`src/rtl/srwp_pkg.sv`:
```
package srwp_pkg;

    typedef enum logic [2:0] {
        OP_NONE = 3'd0,
        OP_PROG = 3'd1,
        OP_SECT = 3'd2,
        OP_BLK  = 3'd3,
        OP_CHIP = 3'd4,
        OP_STAT = 3'd5
    } op_e;

    typedef enum logic [1:0] {
        ST_IDLE  = 2'd0,
        ST_ARMED = 2'd1,
        ST_CYCLE = 2'd2
    } state_e;

    // Non-volatile part of the status register.
    typedef struct packed {
        logic wpen;
        logic bp4;
        logic bp3;
        logic bp1;
        logic bp0;
    } sreg_t;

    // Locked region: enabled flag plus count of top address bits that must be ones.
    typedef struct packed {
        logic       en;
        logic [2:0] span;
    } prot_t;

    localparam int TOP_BITS = 5;

    // code = {bp4, bp3, bp1, bp0}
    function automatic prot_t prot_of(input logic [3:0] code);
        prot_t p;
        p.en   = 1'b1;
        p.span = 3'd0;
        unique case (code[1:0])
            2'b11: p.span = 3'd0;
            2'b10: p.span = 3'd1;
            2'b01: p.span = 3'd2;
            default: begin
                unique case (code[3:2])
                    2'b11:   p.span = 3'd3;
                    2'b10:   p.span = 3'd4;
                    2'b01:   p.span = 3'd5;
                    default: p.en   = 1'b0;
                endcase
            end
        endcase
        return p;
    endfunction

endpackage

```
`src/rtl/srwp_lock_decode.sv`:
```
module srwp_lock_decode
    import srwp_pkg::*;
#(
    parameter int ADDR_W    = 17,
    parameter int SECTOR_AW = 12
) (
    input  logic [3:0]          code_i,
    input  logic [ADDR_W-1:0]   probe_addr_i,
    input  logic [ADDR_W-1:0]   query_addr_i,
    output logic                probe_locked_o,
    output logic                query_locked_o,
    output logic [(1 << (ADDR_W-SECTOR_AW))-1:0] sector_locked_o
);
    localparam int NUM_SECT = 1 << (ADDR_W - SECTOR_AW);
    localparam int LOW_W    = ADDR_W - TOP_BITS;

    prot_t prot;
    assign prot = prot_of(code_i);

    function automatic logic hit(input prot_t p, input logic [TOP_BITS-1:0] top);
        logic r;
        r = p.en;
        for (int i = 0; i < TOP_BITS; i++) begin
            if (i < int'(p.span)) r = r & top[TOP_BITS-1-i];
        end
        return r;
    endfunction

    assign probe_locked_o = hit(prot, probe_addr_i[ADDR_W-1 -: TOP_BITS]);
    assign query_locked_o = hit(prot, query_addr_i[ADDR_W-1 -: TOP_BITS]);

    logic unused_low;
    assign unused_low = ^{probe_addr_i[LOW_W-1:0], query_addr_i[LOW_W-1:0]};

    for (genvar g = 0; g < NUM_SECT; g++) begin : g_sect
        localparam logic [ADDR_W-1:0] BASE = ADDR_W'(g) << SECTOR_AW;
        assign sector_locked_o[g] = hit(prot, BASE[ADDR_W-1 -: TOP_BITS]);
    end

endmodule

```
`src/rtl/srwp_cycle_timer.sv`:
```
module srwp_cycle_timer #(
    parameter int CNT_W = 8
) (
    input  logic             clk_i,
    input  logic             rst_n_i,
    input  logic             load_i,
    input  logic [CNT_W-1:0] load_val_i,
    input  logic             run_i,
    output logic             expired_o
);
    logic [CNT_W-1:0] cnt_q;

    always_ff @(posedge clk_i or negedge rst_n_i) begin
        if (!rst_n_i) begin
            cnt_q <= '0;
        end else if (load_i) begin
            cnt_q <= load_val_i;
        end else if (run_i && cnt_q != '0) begin
            cnt_q <= cnt_q - 1'b1;
        end
    end

    assign expired_o = (cnt_q == '0);

endmodule

```
`src/rtl/sr_wp_unit.sv`:
```
module sr_wp_unit
    import srwp_pkg::*;
#(
    parameter int ADDR_W      = 17,
    parameter int SECTOR_AW   = 12,
    parameter int BLOCK_AW    = 15,
    parameter int PROG_CYCLES = 64,
    parameter int SECT_CYCLES = 400,
    parameter int BLK_CYCLES  = 800,
    parameter int CHIP_CYCLES = 1600,
    parameter int STAT_CYCLES = 200
) (
    input  logic                clk_i,
    input  logic                rst_n_i,
    input  logic                wren_i,
    input  logic                wrdi_i,
    input  logic                prog_i,
    input  logic                sect_erase_i,
    input  logic                blk_erase_i,
    input  logic                chip_erase_i,
    input  logic                wrsr_i,
    input  logic [7:0]          wrsr_data_i,
    input  logic [ADDR_W-1:0]   cmd_addr_i,
    input  logic                cs_rise_i,
    input  logic                wp_n_i,
    input  logic [ADDR_W-1:0]   query_addr_i,
    output logic [7:0]          status_o,
    output logic                busy_o,
    output logic                addr_writable_o,
    output logic [(1 << (ADDR_W-SECTOR_AW))-1:0] sector_writable_o,
    output logic                cycle_start_o,
    output logic [2:0]          cycle_op_o,
    output logic [ADDR_W-1:0]   cycle_addr_o
);
    localparam int NUM_SECT = 1 << (ADDR_W - SECTOR_AW);
    localparam int MAX_A    = (PROG_CYCLES > SECT_CYCLES) ? PROG_CYCLES : SECT_CYCLES;
    localparam int MAX_B    = (BLK_CYCLES > CHIP_CYCLES) ? BLK_CYCLES : CHIP_CYCLES;
    localparam int MAX_C    = (MAX_A > MAX_B) ? MAX_A : MAX_B;
    localparam int MAX_CYC  = (MAX_C > STAT_CYCLES) ? MAX_C : STAT_CYCLES;
    localparam int CNT_W    = $clog2(MAX_CYC) + 1;
    localparam logic [ADDR_W-1:0] SECT_MASK = ADDR_W'((1 << SECTOR_AW) - 1);
    localparam logic [ADDR_W-1:0] BLK_MASK  = ADDR_W'((1 << BLOCK_AW) - 1);

    state_e            state_q, state_d;
    sreg_t             sreg_q, pend_sr_q;
    op_e               pend_op_q, cmd_op;
    logic [ADDR_W-1:0] pend_addr_q, probe_addr;
    logic              wel_q, start_q;
    logic              hwlock, probe_locked, query_locked, grant, accept;
    logic              abort, launch, expired;
    logic [CNT_W-1:0]  load_val;
    logic [NUM_SECT-1:0] sector_locked;
    logic              unused_data;

    assign unused_data = ^{wrsr_data_i[4], wrsr_data_i[1:0]};
    assign hwlock      = !wp_n_i && sreg_q.wpen;

    // Command event to operation code, with a fixed priority.
    always_comb begin
        cmd_op = OP_NONE;
        if      (prog_i)       cmd_op = OP_PROG;
        else if (sect_erase_i) cmd_op = OP_SECT;
        else if (blk_erase_i)  cmd_op = OP_BLK;
        else if (chip_erase_i) cmd_op = OP_CHIP;
        else if (wrsr_i)       cmd_op = OP_STAT;
    end

    // Probe the highest address of the target region; locked ranges are top-aligned.
    always_comb begin
        unique case (cmd_op)
            OP_SECT: probe_addr = cmd_addr_i | SECT_MASK;
            OP_BLK:  probe_addr = cmd_addr_i | BLK_MASK;
            default: probe_addr = cmd_addr_i;
        endcase
    end

    srwp_lock_decode #(
        .ADDR_W   (ADDR_W),
        .SECTOR_AW(SECTOR_AW)
    ) u_lock (
        .code_i         ({sreg_q.bp4, sreg_q.bp3, sreg_q.bp1, sreg_q.bp0}),
        .probe_addr_i   (probe_addr),
        .query_addr_i   (query_addr_i),
        .probe_locked_o (probe_locked),
        .query_locked_o (query_locked),
        .sector_locked_o(sector_locked)
    );

    always_comb begin
        unique case (cmd_op)
            OP_PROG, OP_SECT, OP_BLK: grant = wel_q && !probe_locked;
            OP_CHIP:                  grant = wel_q;
            OP_STAT:                  grant = wel_q && !hwlock;
            default:                  grant = 1'b0;
        endcase
    end

    assign abort = (state_q == ST_ARMED) && (pend_op_q == OP_STAT) && hwlock;

    // Next-state logic.
    always_comb begin
        state_d = state_q;
        unique case (state_q)
            ST_IDLE:  if (grant) state_d = ST_ARMED;
            ST_ARMED: begin
                if (abort)          state_d = ST_IDLE;
                else if (cs_rise_i) state_d = ST_CYCLE;
            end
            ST_CYCLE: if (expired) state_d = ST_IDLE;
            default:  state_d = ST_IDLE;
        endcase
    end

    assign launch = (state_q == ST_ARMED) && (state_d == ST_CYCLE);
    assign accept = grant && ((state_q == ST_IDLE) ||
                              ((state_q == ST_ARMED) && !abort && !cs_rise_i));

    always_comb begin
        unique case (pend_op_q)
            OP_PROG: load_val = CNT_W'(PROG_CYCLES - 1);
            OP_SECT: load_val = CNT_W'(SECT_CYCLES - 1);
            OP_BLK:  load_val = CNT_W'(BLK_CYCLES - 1);
            OP_CHIP: load_val = CNT_W'(CHIP_CYCLES - 1);
            OP_STAT: load_val = CNT_W'(STAT_CYCLES - 1);
            default: load_val = '0;
        endcase
    end

    srwp_cycle_timer #(.CNT_W(CNT_W)) u_timer (
        .clk_i     (clk_i),
        .rst_n_i   (rst_n_i),
        .load_i    (launch),
        .load_val_i(load_val),
        .run_i     (state_q == ST_CYCLE),
        .expired_o (expired)
    );

    // State register.
    always_ff @(posedge clk_i or negedge rst_n_i) begin
        if (!rst_n_i) state_q <= ST_IDLE;
        else          state_q <= state_d;
    end

    // Registered datapath and outputs.
    always_ff @(posedge clk_i or negedge rst_n_i) begin
        if (!rst_n_i) begin
            wel_q       <= 1'b0;
            sreg_q      <= '0;
            pend_sr_q   <= '0;
            pend_op_q   <= OP_NONE;
            pend_addr_q <= '0;
            start_q     <= 1'b0;
        end else begin
            start_q <= launch;
            if (accept) begin
                pend_op_q   <= cmd_op;
                pend_addr_q <= cmd_addr_i;
                pend_sr_q   <= '{wpen: wrsr_data_i[7], bp4: wrsr_data_i[6],
                                 bp3: wrsr_data_i[5], bp1: wrsr_data_i[3],
                                 bp0: wrsr_data_i[2]};
            end
            if (state_q == ST_CYCLE) begin
                if (expired) begin
                    wel_q <= 1'b0;
                    if (pend_op_q == OP_STAT) sreg_q <= pend_sr_q;
                end
            end else if (wrdi_i) begin
                wel_q <= 1'b0;
            end else if (wren_i) begin
                wel_q <= 1'b1;
            end
        end
    end

    assign busy_o            = (state_q == ST_CYCLE);
    assign status_o          = busy_o ? 8'hFF :
                               {sreg_q.wpen, sreg_q.bp4, sreg_q.bp3, 1'b0,
                                sreg_q.bp1, sreg_q.bp0, wel_q, 1'b0};
    assign addr_writable_o   = !query_locked;
    assign sector_writable_o = ~sector_locked;
    assign cycle_start_o     = start_q;
    assign cycle_op_o        = pend_op_q;
    assign cycle_addr_o      = pend_addr_q;

endmodule

```
`config.mk`:
```
export PLATFORM = sky130hd
export DESIGN_NAME = sr_wp_unit
export DESIGN_NICKNAME = d
export VERILOG_FILES = /design/src/rtl/srwp_pkg.sv /design/src/rtl/srwp_lock_decode.sv /design/src/rtl/srwp_cycle_timer.sv /design/src/rtl/sr_wp_unit.sv
export SDC_FILE = /design/constraint.sdc
export NUM_CORES = 1
export LEC_CHECK = 0
export BUFFER_PORTS_ARGS = -buffer_cell sky130_fd_sc_hd__buf_2
export CAP_MARGIN = 20
export CORE_MARGIN = 2
export CORE_UTILIZATION = 35
export DETAILED_ROUTE_END_ITERATION = 6
export PLACE_DENSITY_LB_ADDON = 0.05
export SETUP_SLACK_MARGIN = 0.4
export SYNTH_ARGS = -nofsm -noshare
export SYNTH_HDL_FRONTEND = slang
export SYNTH_SLANG_ARGS = --single-unit
export TNS_END_PERCENT = 100
```
`constraint.sdc`:
```
create_clock -name clk_i -period 2.2 [get_ports clk_i]
set_input_delay 0.44 -clock clk_i [delete_from_list [all_inputs] [get_ports clk_i]]
set_output_delay 0.44 -clock clk_i [all_outputs]
set_load 0.02 [all_outputs]
```
Yosys cells after proc, flatten, opt, wreduce, memory -nomap -nowiden
Cells that the tools add are included.

Bits in registers: 46. Bits of input ports: 53. Output and inout bits: 63.

Add/subtract/negate cells: 1. $lt $le $gt $ge: 5. Equality and inequality tests: 20. Mux-type cells: 65. Bitwise gates (word level): 11. Reductions and logical operators: 27.

Operators with widths (number): $pmux 11 s5 (1); $mux 1 (47); $not 32->32 (1); $pmux 15 s2 (1); $mux 12 (2); $pmux 3 s3 (2); $mux 3 (5); $eq 2x2->1 const B (6); $eq 3x2->1 const B (4); $eq 3x3->1 const B (4); $logic_not 12->1 (1); $reduce_bool 12->1 (1); $sub 12x1->12 const B (1); $and 1x1->1 (10); $logic_and 1x1->1 (10); $reduce_or 3->1 (3); $mux 2 (4); $mux 8 (1); $eq 2x1->1 const B (3); $eq 3x1->1 const B (2); $logic_not 1->1 (6); $lt 1x3->1 const A (2); $lt 2x3->1 const A (2); $pmux 2 s3 (1); 9 further kinds (9).

Logic depth before layout (Yosys ltp)
Gate-level depths: netlist of the first run.

Word-level depth: 22. Gate-level depth with buffers: 10.

Hierarchy
A second synthesis of the first run with hierarchy kept.

Cells, all modules: 324. Area total of the unflattened synthesis: 2991.6 um^2.

By module, submodules not included: sr_wp_unit (instances 1, cells each 175, area an instance 1793.0 um^2, sequential area each 850.8 um^2); srwp_cycle_timer (instances 1, cells each 89, area an instance 798.3 um^2, sequential area each 300.3 um^2); srwp_lock_decode (instances 1, cells each 60, area an instance 400.4 um^2, sequential area each 0.0 um^2).

Least setup slack after synthesis of the first run
Ideal clock, no wire load.

Path kind: register to register. From: reg sreg_q[2] (netlist name). To: reg pend_addr_q[10], in the netlist cycle_addr_o[10]. Setup time: 0.125 ns. Arrival time: 2.223 ns. Path slack: -0.149 ns. Stages on the path, launching flop included: 10. Path buffers: 2. Cell sequence: dfrtp_1 inv_1 ha_1 or3_4 o31ai_4 o221ai_2 o21ba_1 buf_6 buf_12 mux2_4.

Cells in the longest elaborated chain, start to end: 18. Elaborated cells between the ends (all ways): 27.

Ends and longest elaborated chain: start, declared (line sr_wp_unit.sv:45) `sreg_t sreg_q, pend_sr_q;`; start signal, assigned (line sr_wp_unit.sv:165) `if (pend_op_q == OP_STAT) sreg_q <= pend_sr_q;`; parallel branches: the longest is 13 deep, another holds $lt 1x3->1; $mux 1 (*) (line srwp_lock_decode.sv:24) `if (i < int'(p.span)) r = r & top[TOP_BITS-1-i];`; $logic_not 1->1 (*) (line sr_wp_unit.sv:91) `OP_PROG, OP_SECT, OP_BLK: grant = wel_q && !probe_locked;`; $logic_and 1x1->1 (*) (line sr_wp_unit.sv:91); $pmux 1 s3 (*) (line sr_wp_unit.sv:90) `unique case (cmd_op)`; $logic_and 1x1->1 (*) (line sr_wp_unit.sv:115) `assign accept = grant && ((state_q == ST_IDLE) ||`; end signal, assigned (line sr_wp_unit.sv:157) `pend_addr_q <= cmd_addr_i;`; end, declared (line sr_wp_unit.sv:47) `logic [ADDR_W-1:0] pend_addr_q, probe_addr;`.

Every way passes the cells marked *. A chain may end at the register's enable or synchronous reset.

Worst setup path after layout of the first run
From: reg sreg_q[2] (netlist name). To: out addr_writable_o.

Cells in the longest elaborated chain, start to end: 15. Elaborated cells between the ends (all ways): 24.

Ends and longest elaborated chain: parallel branches: the longest is 13 deep, another holds $lt 1x3->1; $mux 1 (*) (line srwp_lock_decode.sv:24); $logic_not 1->1 (*) (line sr_wp_unit.sv:179) `assign addr_writable_o = !query_locked;`; end, declared (line sr_wp_unit.sv:29) `output logic addr_writable_o,`.

Marked as above.

==> results of run 1 <==
==> worst paths after layout <==
kind	depth (start not counted)	to	slack, ns
max	8	addr_writable_o	-0.26
min in group clk_i	2	cycle_addr_o[11]	0.36
max reg2reg	9	pend_sr_q[3]	-0.16
min	1	cycle_addr_o[5]	0.07
min reg2reg	2	sreg_q[3]	0.49
max in group asynchronous	2	u_timer.cnt_q[5]	1.60
==> per-layer routing <==
layer  global-route usage  part of all wire  up-vias
met2                0.264              0.48       61
met3               0.0288             0.043        5
met1                0.235              0.47     1089
met4               0.0410             0.011        0
li1                     -                 -     1123
met5                    0                 0        -
==> power groups by stage <==
stage / registers [mW] / clock network [mW] / logic, mW
after floorplan: 0.862 / 0 / 0.0102
after global placement: 0.861 / 0 / 0.0724
after detailed placement: 0.861 / 0 / 0.0724
after CTS: 0.845 / 0.564 / 0.0739
after global routing: 0.845 / 0.595 / 0.0839
final: 0.845 / 0.543 / 0.0733
==> stage by stage <==
stage | std cells | cell area, µm² | hold slack (ns) | setup WS, ns
finish | 483 | 4030 | 0.0702 | -0.264
global route | 483 | 4030 | 0.0986 | -0.347
CTS | 477 | 3700 | 0.0803 | -0.339
detailed placement | 456 | 3340 | 0.410 | -0.0862
global placement | 456 | 3340 | 0.409 | -0.0654
floorplan | 262 | 2770 | 0.144 | -0.0338
==> cells in the mapped netlist, drive strengths merged (2+ instances only) <==
library cell / instances
dfrtp: 46
buf: 32
mux2: 24
nand2: 21
nor2: 20
a21oi: 15
inv: 12
o21ai: 12
nor3: 10
ha: 6
nand2b: 6
nand3: 5
xnor2: 5
nand3b: 4
or3: 4
a211oi: 3
a31oi: 3
clkbuf: 3
mux2i: 3
nor2b: 3
nor4: 3
and2: 2
nor3b: 2
o211ai: 2
o21a: 2
xor2: 2
==> layout make-up <==
type	count	share of cell area
Clock buffer	7	0.0214
Clock inverter	1	0.00124
Inverter	12	0.0124
Multi-Input combinational cell	169	0.380
Sequential cell	46	0.287
Tap cell	102	0.0316
Timing Repair Buffer	146	0.266
==> cell families (layout without fill, tap and decap cells) <==
| family | Yosys count | in the layout | share of synthesized area |
|---|---|---|---|
| flops | 46 | 46 | 0.425 |
| fa+ha+maj | 6 | 6 | 0.0277 |
| mux | 27 | 27 | 0.137 |
| xor+xnor | 7 | 7 | 0.0227 |
| simple gates | 82 | 82 | 0.151 |
| compound gates | 47 | 47 | 0.117 |
| buf+inv | 47 | 166 | 0.119 |
==> flip-flops by register name, indices dropped and copies added (netlist names) <==
register and count:
cycle_op_o 3, cycle_start_o 1, pend_sr_q 5, cycle_addr_o 17, u_timer.cnt_q 12, sreg_q 5
wel_q 1, state_q 2
==> worst max-delay path, stage by stage (launching register included) <==
cell and delay, ns:
dfrtp_1 0.41, inv_2 0.09, ha_4 0.20, or3_4 0.34, o31ai_4 0.20, buf_4 0.15
o221a_4 0.18, o21ai_2 0.05, buf_6 0.12
==> repair_timing <==
action,4_1_cts,5_1_grt
hold buffers,0,0
cloned,1,0
buffers inserted,12,6
setup endpoints to repair,49,68
pin swaps,11,16
resized for setup,45,73
==> results.ini, run 1 <==
[critical_path]
crit_type = flop to output port
crit_fanout = 3
critPathRequiredTime_ns = 1.76
cp-end-kind = output port
cp-startpoint = sreg_q[2]
crit_path_start_kind = flop
r2r-start = sreg_q[2]
cp_data_arrival_time_ns = 2.02

[yosys]
synth_top_area_frac = 0.425
yosys_warnings = 0
synth_edf_count = 0
syn_area_mm2 = 0.00271
postSynthAreaPerCell_um2 = 10.3
ys_ff_latch = 46
yosys.area.top_type = dfrtp_1
netlist_top_cells_area = dfrtp_1, mux2_4, buf_4, nand2_1, a21oi_1
async_flop_share = 1.00
synth.net_count = 321
synth_cell_types = 43
ys.flop_type = dfrtp_1
seq_area_frac_synth = 0.425
syn_inst = 262

[layout]
nFillCells = 714
layout_commonest_cell = buf_2
layout-drive-gt1-share = 0.617
syn_to_final_growth_pct = 49.1
final_cell_mix = buf_2, buf_4, dfrtp_1
diodes = 0
nets = 439
fin_util = 0.530
multi_input_area_mm2 = 0.00153
seq_area_mm2 = 0.00116

[routing]
ant_nets = 0
drt_iter0_drc = 60
routed_wl_um = 6740
wl_per_cell_um = 14.0
viasPerCell = 4.72
num_vias = 2278
drtPass1Iterations = 4
drc = 0

[floorplan]
chipWidth_um = 91.9
rows = 32
dieArea_mm2 = 0.00845
core_mm2 = 0.00761
start_util = 0.356
die_y_um = 91.9
io_pins = 116

[clocking]
clk_pin_slew_ns = 0.09
clkSinkCount = 46
cts_root_buf = clkbuf_8
cts.path.max_buffers = 2
cts_tree = built
insertion_delay_ns = 0.30
htreeDepth = 2
cts_buffers = 5

[global_route]
grt_pass1_wl_um = 11100
grt_pass1_vias = 2255
grt-ovfl-total = 0
grt_max_degree = 30
antenna_found_initial = 0
grt_usage = 0.166

[timing]
skew_ns = 0.00895
period_share = 1.12
hold_violations = 0
worst_slack_ns = -0.264
fmax_ghz = 0.406
setup_viol = 25
fin_crit_ns = 2.46
rsz0062_at_grt = true
tns_ns = -3.64
tightest_slew_ns = 0.484
max_slew_margin = 0.676
final_max_slew_viol_count = 0

[power_and_ir_drop]
cellPowerDensity_mw_per_mm2 = 362
p_switching_uw = 328
clockPowerShare = 0.372
swShare = 0.225
internal-power_mw = 1.13
p_comb_frac = 0.050
power_mw = 1.46
p_leak_nw = 1.86
vdd_ir_drop_max_mv = 0.183
pwr-share-seq = 0.578

[run_status]
status = complete, but fails checks
violations = negative setup slack

[run]
cap_viol_max_count = 0

[hold_path]
hold_class = input port to async pin

[placed_design]
dpl.hpwl_um = 4910
io_buffers = 100
gp_congestion = 0.781

No activity file was read; power rests on OpenSTA's default activity.
==> run 2, diff against run 1 <==
Settings changed: PLACE_DENSITY_LB_ADDON 0.05 to unset.
==> results.ini, run 2 (synthesized netlist as in run 1, its figures left out) <==
[critical_path]
crit_type = flop to output port
r2r_slack_ns = -0.18
worst_r2r_path_depth = 9
critPathCapture = addr_writable_o
cp-startpoint = sreg_q[2]
cp-end-kind = output port
crit_fanout = 3
regToRegEndpoint = cycle_addr_o[9]
crit_path_start_kind = flop
r2r-start = sreg_q[2]
critPathRequiredTime_ns = 1.76
cp_data_arrival_time_ns = 1.96

[timing]
rsz0062_at_grt = true
fin_crit_ns = 2.40
skew_ns = 0.00934
worst_slack_ns = -0.203
period_share = 1.09
fmax_ghz = 0.416
final_max_slew_viol_count = 0
hold_violations = 0
setup_viol = 24
tightest_slew_ns = 0.499
max_slew_margin = 0.668

[global_route]
grt_pass1_wl_um = 10000
antenna_found_initial = 0
busiest_layer = met2
grt_max_degree = 27
use_met2 = 0.237
grt-ovfl-total = 0
grt_usage = 0.146
grtUsageMet3 = 0.0362
met1_usage = 0.195
grt_pass1_vias = 2118

[clocking]
htreeDepth = 2
insertion_delay_ns = 0.31
cts_tree = built
clkSinkCount = 46
cts.path.max_buffers = 2
cts_root_buf = clkbuf_8
cts_buffers = 5
clk_pin_slew_ns = 0.10

[layout]
nFillCells = 677
final_area_mm2 = 0.00389
syn_to_final_growth_pct = 43.9
finalNonFillerCells = 478
layout_commonest_cell = buf_2
diodes = 0
nets = 434
final_cell_mix = buf_2, buf_4, dfrtp_1
layout-drive-gt1-share = 0.593
largest_register_ffs = 17

[power_and_ir_drop]
p_leak_nw = 1.81
vdd_ir_drop_max_mv = 0.210
cellPowerDensity_mw_per_mm2 = 374
power_mw = 1.46

[routing]
drtPass1Iterations = 4
ant_nets = 0
viasPerCell = 4.79
num_vias = 2288
routed_wl_um = 6570
wl_per_cell_um = 13.7
drc = 0
drt_iter0_drc = 100

[floorplan]
core_mm2 = 0.00761
rows = 32
chipWidth_um = 91.9
io_pins = 116
dieArea_mm2 = 0.00845
die_y_um = 91.9
start_util = 0.356

[hold_path]
hold_class = input port to async pin

[placed_design]
dp_slack_ns = -0.0778
placedCellCount = 454
dpl.hpwl_um = 4650
gp_congestion = 0.874
placed_cell_area_mm2 = 0.00331
io_buffers = 100

[run_status]
status = complete, but fails checks
violations = negative setup slack

[run]
cap_viol_max_count = 0

run 2: where the power goes:
group / internal (mW) / switching [mW]
Sequential: 0.845 / 0
Combinational: 0.0330 / 0.0391
Clock: 0.230 / 0.310
run 2: worst min path at each step:
| stage | start | end | depth (start not counted) |
|---|---|---|---|
| after global routing | rst_n_i | cycle_addr_o[15] | 1 |
| after global placement | rst_n_i | cycle_start_o | 1 |
| final | rst_n_i | cycle_start_o | 1 |
| after detailed placement | rst_n_i | cycle_start_o | 1 |
| after CTS | rst_n_i | cycle_addr_o[15] | 1 |
| after floorplan | rst_n_i | cycle_addr_o[0] | 0 |
run 2: cell type report:
type	instances	area [µm²]	share of cell area
multi-input cells	169	1490	0.381
flip-flops and latches	46	1160	0.297
repair buffers	141	982	0.252
well taps	102	128	0.0328
clock buffers	5	68.8	0.0177
inverters	12	47.5	0.0122
clock inverters	3	25.0	0.00642
run 2: through the flow:
stage | util | hold WS (ns) | setup TNS (ns)
2_1_floorplan | - | 0.144 | -0.639
3_3_place_gp | 0.435 | 0.441 | -1.10
3_5_place_dp | 0.435 | 0.444 | -1.48
4_1_cts | 0.474 | 0.110 | -4.52
5_1_grt | 0.512 | 0.130 | -6.26
6_report | 0.512 | 0.0916 | -3.92
run 2: metal layers:
layer	up-vias	routed length, µm
met5	-	0
met1	1111	2990
met4	0	93
met3	7	311
li1	1110	-
met2	60	3180
run 2: what timing repair did:
action / CTS / global route
buffers inserted: 6 / 9
hold buffers: 0 / 0
gates resized for setup: 40 / 54
endpoints found under the setup margin: 60 / 64
pin swaps: 6 / 16
cloned: 0 / 1
run 2: worst max-delay path, stage by stage, from the launching register on:
cell     delay [ns]
dfrtp_1        0.42
inv_2          0.10
ha_4           0.20
or3_4          0.34
o31ai_4        0.19
o221a_2        0.23
o21ai_2        0.05
buf_6          0.13
==> run 3, diff against run 2 <==
Settings changed: REMOVE_ABC_BUFFERS set to 1.
==> results.ini, run 3 (synthesized netlist as in run 1, its figures left out) <==
[timing]
fmax_ghz = 0.413
final_max_slew_viol_count = 0
skew_ns = 0.0156
worst_slack_ns = -0.218
period_share = 1.10
setup_viol = 25
hold_violations = 0
fin_crit_ns = 2.42
tightest_slew_ns = 0.584
rsz0062_at_grt = true
max_slew_margin = 0.611

[global_route]
grt_pass1_wl_um = 10300
grt_max_degree = 27
antenna_found_initial = 0
grt-ovfl-total = 0
grt_pass1_vias = 2207
grt_usage = 0.151

[hold_path]
hold_class = input port to async pin

[floorplan]
dieArea_mm2 = 0.00845
start_util = 0.356
chipWidth_um = 91.9
io_pins = 116
die_y_um = 91.9
rows = 32
core_mm2 = 0.00761

[layout]
final_cell_mix = buf_2, dfrtp_1, buf_4
finalNonFillerCells = 492
largest_register_ffs = 17
diodes = 0
layout_commonest_cell = buf_2
layout-drive-gt1-share = 0.615
fin_util = 0.534
syn_to_final_growth_pct = 50.0
nets = 448

[power_and_ir_drop]
p_leak_nw = 1.84
cellPowerDensity_mw_per_mm2 = 357
vdd_ir_drop_max_mv = 0.274
power_mw = 1.45

[clocking]
cts_root_buf = clkbuf_8
cts.path.max_buffers = 2
insertion_delay_ns = 0.31
clkSinkCount = 46
htreeDepth = 2
hold_buffers = 0
cts_tree = built
cts_buffers = 5
clk_pin_slew_ns = 0.10

[routing]
wl_per_cell_um = 14.5
drtPass1Iterations = 4
drc = 0
ant_nets = 0
drt_iter0_drc = 122
viasPerCell = 4.83
num_vias = 2374
routed_wl_um = 7160

[critical_path]
cp-end-kind = flop
crit_fanout = 6
critPathRequiredTime_ns = 2.40
crit_type = flop to flop
crit_path_start_kind = flop
cp_data_arrival_time_ns = 2.62

[run_status]
status = complete, but fails checks
violations = negative setup slack

[placed_design]
dpl.hpwl_um = 4590
placedCellCount = 459
io_buffers = 100
dp_slack_ns = -0.105
gp_congestion = 0.843

[run]
cap_viol_max_count = 0

-- run 3: report_power, final --
group          internal, mW  switching (mW)
logic                0.0318          0.0389
registers             0.845               0
clock network         0.224           0.309
total                  1.10           0.348
-- run 3: path summary, 6_finish.rpt --
check | startpoint | end | slack (ns) | depth (start not counted)
max | sreg_q[2] | pend_sr_q[1] | -0.22 | 10
min | rst_n_i | cycle_start_o | 0.12 | 1
max reg2reg | sreg_q[2] | pend_sr_q[1] | -0.22 | 10
min reg2reg | pend_sr_q[1] | sreg_q[1] | 0.49 | 2
max in group asynchronous | rst_n_i | u_timer.cnt_q[6] | 1.47 | 2
min in group clk_i | cmd_addr_i[10] | cycle_addr_o[10] | 0.36 | 2
-- run 3: cell type report --
type	count	area, µm²
clock buffer	5	68.8
clock inverter	3	21.3
fill	645	3550
inverter	12	51.3
multi-input combinational	169	1510
sequential	46	1160
tap	102	128
timing repair buffer	155	1120
-- run 3: layer usage --
metal  share of wire  global-route usage  vias up
met3           0.056              0.0320        9
met4           0.014              0.0373        0
met1            0.44               0.194     1156
met2            0.49               0.262       75
met5               0                   0        -
li1                -                   -     1134
-- run 3: timing repair --
item / CTS / global route
endpoints found under the setup margin: 43 / 70
buffers inserted: 13 / 9
pin swaps: 9 / 21
gates resized for setup: 37 / 81
gates cloned: 0 / 3
-- run 3: through the flow --
| step | setup TNS (ns) | cell area (µm²) | hold WS (ns) |
|---|---|---|---|
| 6_report | -4.66 | 4060 | 0.116 |
| 4_1_cts | -2.41 | 3620 | 0.152 |
| 3_3_place_gp | -1.55 | 3290 | 0.455 |
| 5_1_grt | -7.40 | 4060 | 0.184 |
| 3_5_place_dp | -2.15 | 3290 | 0.458 |
| 2_1_floorplan | -68.86 | 2430 | 0.144 |
-- run 3: worst max-delay path, stage by stage (launching register included) --
cell and delay [ns]:
dfrtp_1 0.40, buf_4 0.15, ha_2 0.19, buf_4 0.14, o211ai_1 0.20, buf_4 0.15, a2bb2oi_2 0.19, o221ai_4 0.13
o21ba_4 0.29, clkbuf_16 0.18, mux2_4 0.29
